==> src/rtl/card_power_seq.sv <==
module card_power_seq #(
  parameter int SETTLE_CYCLES = 500000,
  parameter int RST_CLOCKS    = 512
) (
  input  logic clk,
  input  logic rst_n,
  input  logic card_detect,
  input  logic detect_invert,
  input  logic clk_tick,
  output logic pwr_en_n,
  output logic card_clk_en,
  output logic card_rst_n,
  output logic io_rx,
  output logic ready
);
  localparam int SW = $clog2(SETTLE_CYCLES + 1);
  localparam int RW = $clog2(RST_CLOCKS + 1);
  localparam logic [SW-1:0] S_LAST = SW'(SETTLE_CYCLES - 1);
  localparam logic [RW-1:0] R_LAST = RW'(RST_CLOCKS - 1);

  typedef enum logic [2:0] {IDLE, SETTLE, POWERED, ACTIVE, DROP_RST, STOP_CLK} st_t;

  st_t           st;
  logic [1:0]    sync;
  logic [SW-1:0] scnt;
  logic [RW-1:0] rcnt;
  logic          present;

  assign present = sync[1] ^ detect_invert;

  always_ff @(posedge clk or negedge rst_n) begin
    if (!rst_n) begin
      sync <= 2'b00;
      st   <= IDLE;
      scnt <= '0;
      rcnt <= '0;
    end else begin
      sync <= {sync[0], card_detect};
      unique case (st)
        IDLE: if (present) begin
          st   <= SETTLE;
          scnt <= '0;
        end
        SETTLE:
          if (!present) st <= IDLE;
          else if (scnt == S_LAST) begin
            st   <= POWERED;
            rcnt <= '0;
          end else scnt <= scnt + 1'b1;
        POWERED:
          if (!present) st <= STOP_CLK;
          else if (clk_tick) begin
            if (rcnt == R_LAST) st <= ACTIVE;
            else rcnt <= rcnt + 1'b1;
          end
        ACTIVE:   if (!present) st <= DROP_RST;
        DROP_RST: st <= STOP_CLK;
        STOP_CLK: st <= IDLE;
        default:  st <= IDLE;
      endcase
    end
  end

  assign pwr_en_n    = (st == IDLE) || (st == SETTLE);
  assign card_clk_en = (st == POWERED) || (st == ACTIVE) || (st == DROP_RST);
  assign card_rst_n  = (st == ACTIVE);
  assign ready       = (st == ACTIVE);
  assign io_rx       = 1'b1;
endmodule

==> config.mk <==
export PLATFORM = sky130hd
export DESIGN_NAME = card_power_seq
export DESIGN_NICKNAME = d
export VERILOG_FILES = /design/src/rtl/card_power_seq.sv
export SDC_FILE = /design/constraint.sdc
export NUM_CORES = 1
export LEC_CHECK = 0
export BUFFER_PORTS_ARGS = -buffer_cell sky130_fd_sc_hd__buf_4
export CORE_MARGIN = 1
export CORE_UTILIZATION = 25
export CTS_CLUSTER_SIZE = 24
export DETAILED_ROUTE_END_ITERATION = 10
export SKIP_LAST_GASP = 1
export SYNTH_ARGS = -nofsm -noshare
export SYNTH_HDL_FRONTEND = slang
export SYNTH_SLANG_ARGS = --single-unit
==> constraint.sdc <==
create_clock -name clk -period 3.2 [get_ports clk]
set_clock_uncertainty 0.15 [all_clocks]
set_input_delay 0.64 -clock clk [delete_from_list [all_inputs] [get_ports clk]]
set_output_delay 0.64 -clock clk [all_outputs]
set_load 0.05 [all_outputs]
==> metrics.cfg <==
[placed_design]
place_inst=319
io_buffers=8
gp_congestion=0.740
dp_hpwl_um=2960

[min_path]
min_path_type=input pin to async pin

[global_route]
grt_pass1_wl_um=7380
grt.total_usage=0.111
grt_pass1_vias=1526
grt-ovfl-total=0
grt_max_degree=35
antenna_found_initial=0

[detailed_routing]
wirelength_um=4320
via_per_inst=5.07
vias=1658
drt_iter0_markers=88
ant_nets=0
drc_errors=0
dr.pass1.iters=4
detail_route.wl_per_cell_um=13.2

[yosys]
synthMuxAreaShare=0.0102
synth_top_family_by_area=simple AND/OR/NAND/NOR gates
netlist_instances=221
dominantRegCellSynth=dfrtp_1
synthesis.nets=228
synth_edf_count=0
syn_area_per_cell_um2=8.87
synth_compound_gate_area_share=0.179
synth_fa_ha_area_frac=0.0128
synth_area_mm2=0.00196
synth-seq-cells=34
yosysWarnings=0
synthArstFlopShare=1.00
synth_common_cells=34 x dfrtp_1, 22 x nand2_1, 17 x nor2_1
yosys.area_share.simple=0.282
synth_top_area_cell=dfrtp_1
synth.most_common_cell=dfrtp_1
synth_xor_xnor_area_share=0.0441
ys_types=43
ys_seq_area_frac=0.434
yosysTopAreaCellShare=0.434
synthTopCellsByArea=dfrtp_1 43%, nand2_1 4.2%, o21ai_0 4.1%

[worst_setup_path]
arrival_ns=1.70
reg2reg_depth=6
crit_path_max_fanout=17
end_kind=output port
cp-startpoint=st[0]$_DFFE_PN0P_
critical_path_class=flip-flop to output port
required_ns=2.41
startpoint_type=flip-flop
r2r_start=scnt[0]$_DFFE_PN0P_

[power_and_ir_drop]
pwr-share-comb=0.084
p_int_w=0.000641
p_switching_w=0.000239
powerDensity_mw_per_mm2=403
ir_drop_v=0.000186
switching_share=0.272
seqPwrFrac=0.536
p_leak_nw=0.890
p_total_w=0.000880
clockPowerShare=0.380

[sta]
holdWs_ns=0.138
period_share=0.778
setup_viol=0
finalHoldViolCount=0
finalSetupTns_ns=0
rsz0062_at_grt=no
maxSlewHeadroom=0.627
fin_crit_ns=2.49
worst_pin_slew_ns=0.559
fmax_mhz=402
slew_violations=0

[outcome]
status=finished, final reports clean

[layout]
area_growth_pct=11.6
fin_util=0.295
fin_cells=327
fin_nets=234
diodes=0
drive_gt1_frac=0.0965

[cts]
clock_latency_ns=0.29
clock-sinks=34
max-clock-path-buffers=2
post_cts_buffers=0
cts_resized=0
numCtsBuffers=5
clk_pin_slew_ns=0.07
root_buffer=clkbuf_8
postCtsHoldBufs=0
cts.htree.levels=2
cts_tree=yes

[run]
drv_cap=0

[floorplan]
die_w_um=90.5
core_area_mm2=0.00741
ios=10
die_height_um=90.5
dieArea_mm2=0.00820
initial_core_util=0.264
num_rows=31

## registers in the layout (all words and copies together) (netlist names)
signal  cells
st          3
rcnt       10
sync        2
scnt       19
## layer usage
metal	share of wire	global-route usage	vias up
li1	-	-	822
met3	0.032	0.0236	6
met2	0.45	0.162	32
met4	0.018	0.0417	0
met1	0.50	0.158	798
met5	0	0	-
## power by group through the flow
stage,Sequential [W],Clock (W),Combinational (W)
2_1_floorplan,0.000465,0,0.0000584
3_3_place_gp,0.000478,0,0.0000737
3_5_place_dp,0.000479,0,0.0000743
4_1_cts,0.000470,0.000348,0.0000749
5_1_grt,0.000474,0.000368,0.0000842
6_report,0.000471,0.000335,0.0000739
## worst max-delay path, stage by stage (launching register included)
cell and delay [ns]:
dfrtp_1 0.70, inv_1 0.28, nor2_1 0.21, buf_4 0.22
## layout make-up
class,count,area (µm²)
inverters,6,22.5
well taps,99,124
clock inverters,1,5.00
multi-input cells,172,1040
clock buffers,7,86.3
fillers,779,5220
flip-flops and latches,34,851
repair buffers,8,60.1
## path summary, 6_finish.rpt
check                                       end  slack, ns
max in group asynchronous  scnt[14]$_DFFE_PN0P_       2.44
hold / removal                st[1]$_DFFE_PN0P_       0.14
setup reg to reg            rcnt[2]$_DFFE_PN0P_       0.77
hold reg to reg               sync[1]$_DFF_PN0_       0.20
min in group clk              sync[1]$_DFF_PN0_       0.20
setup / recovery                          ready       0.71
## stage by stage
step	setup WS (ns)	area (µm²)
after CTS	0.709	2190
after detailed placement	0.730	2090
after global routing	0.591	2190
after floorplan	0.703	1960
final	0.709	2190
after global placement	0.782	2090
## cells in the final DEF (no fill, tap or decap), drive strengths merged
cell / synthesis / layout
and2: 1 / 1
buf: 6 / 8
nor3: 11 / 11
a211o: 2 / 2
nand3: 15 / 15
and3: 10 / 10
or4: 1 / 1
or3: 6 / 6
clkinv: 0 / 1
o21a: 1 / 1
and3b: 1 / 1
xnor2: 8 / 8
nor4b: 1 / 1
clkbuf: 3 / 7
mux2i: 2 / 2
a31oi: 9 / 9
nor2: 18 / 18
nor3b: 2 / 2
nand2b: 3 / 3
xor2: 1 / 1
and4: 2 / 2
a22o: 3 / 3
a21boi: 1 / 1
o21ai: 16 / 16
inv: 6 / 6
a21oi: 14 / 14
a211oi: 3 / 3
nand2: 23 / 23
dfrtp: 34 / 34
ha: 2 / 2
nor4bb: 1 / 1
nand4: 5 / 5
o41ai: 3 / 3
conb: 1 / 1
a21o: 2 / 2
a221o: 1 / 1
nor4: 3 / 3
## logic make-up after synthesis
| kind of cell | count (synthesis) |
|---|---|
| simple gates | 103 |
| other cells | 1 |
| flops | 34 |
| compound gates | 55 |
| xor+xnor | 9 |
| mux | 2 |
| fa+ha+maj | 2 |
| buf+inv | 15 |
Note: power is estimated with default switching activity, not from simulation.
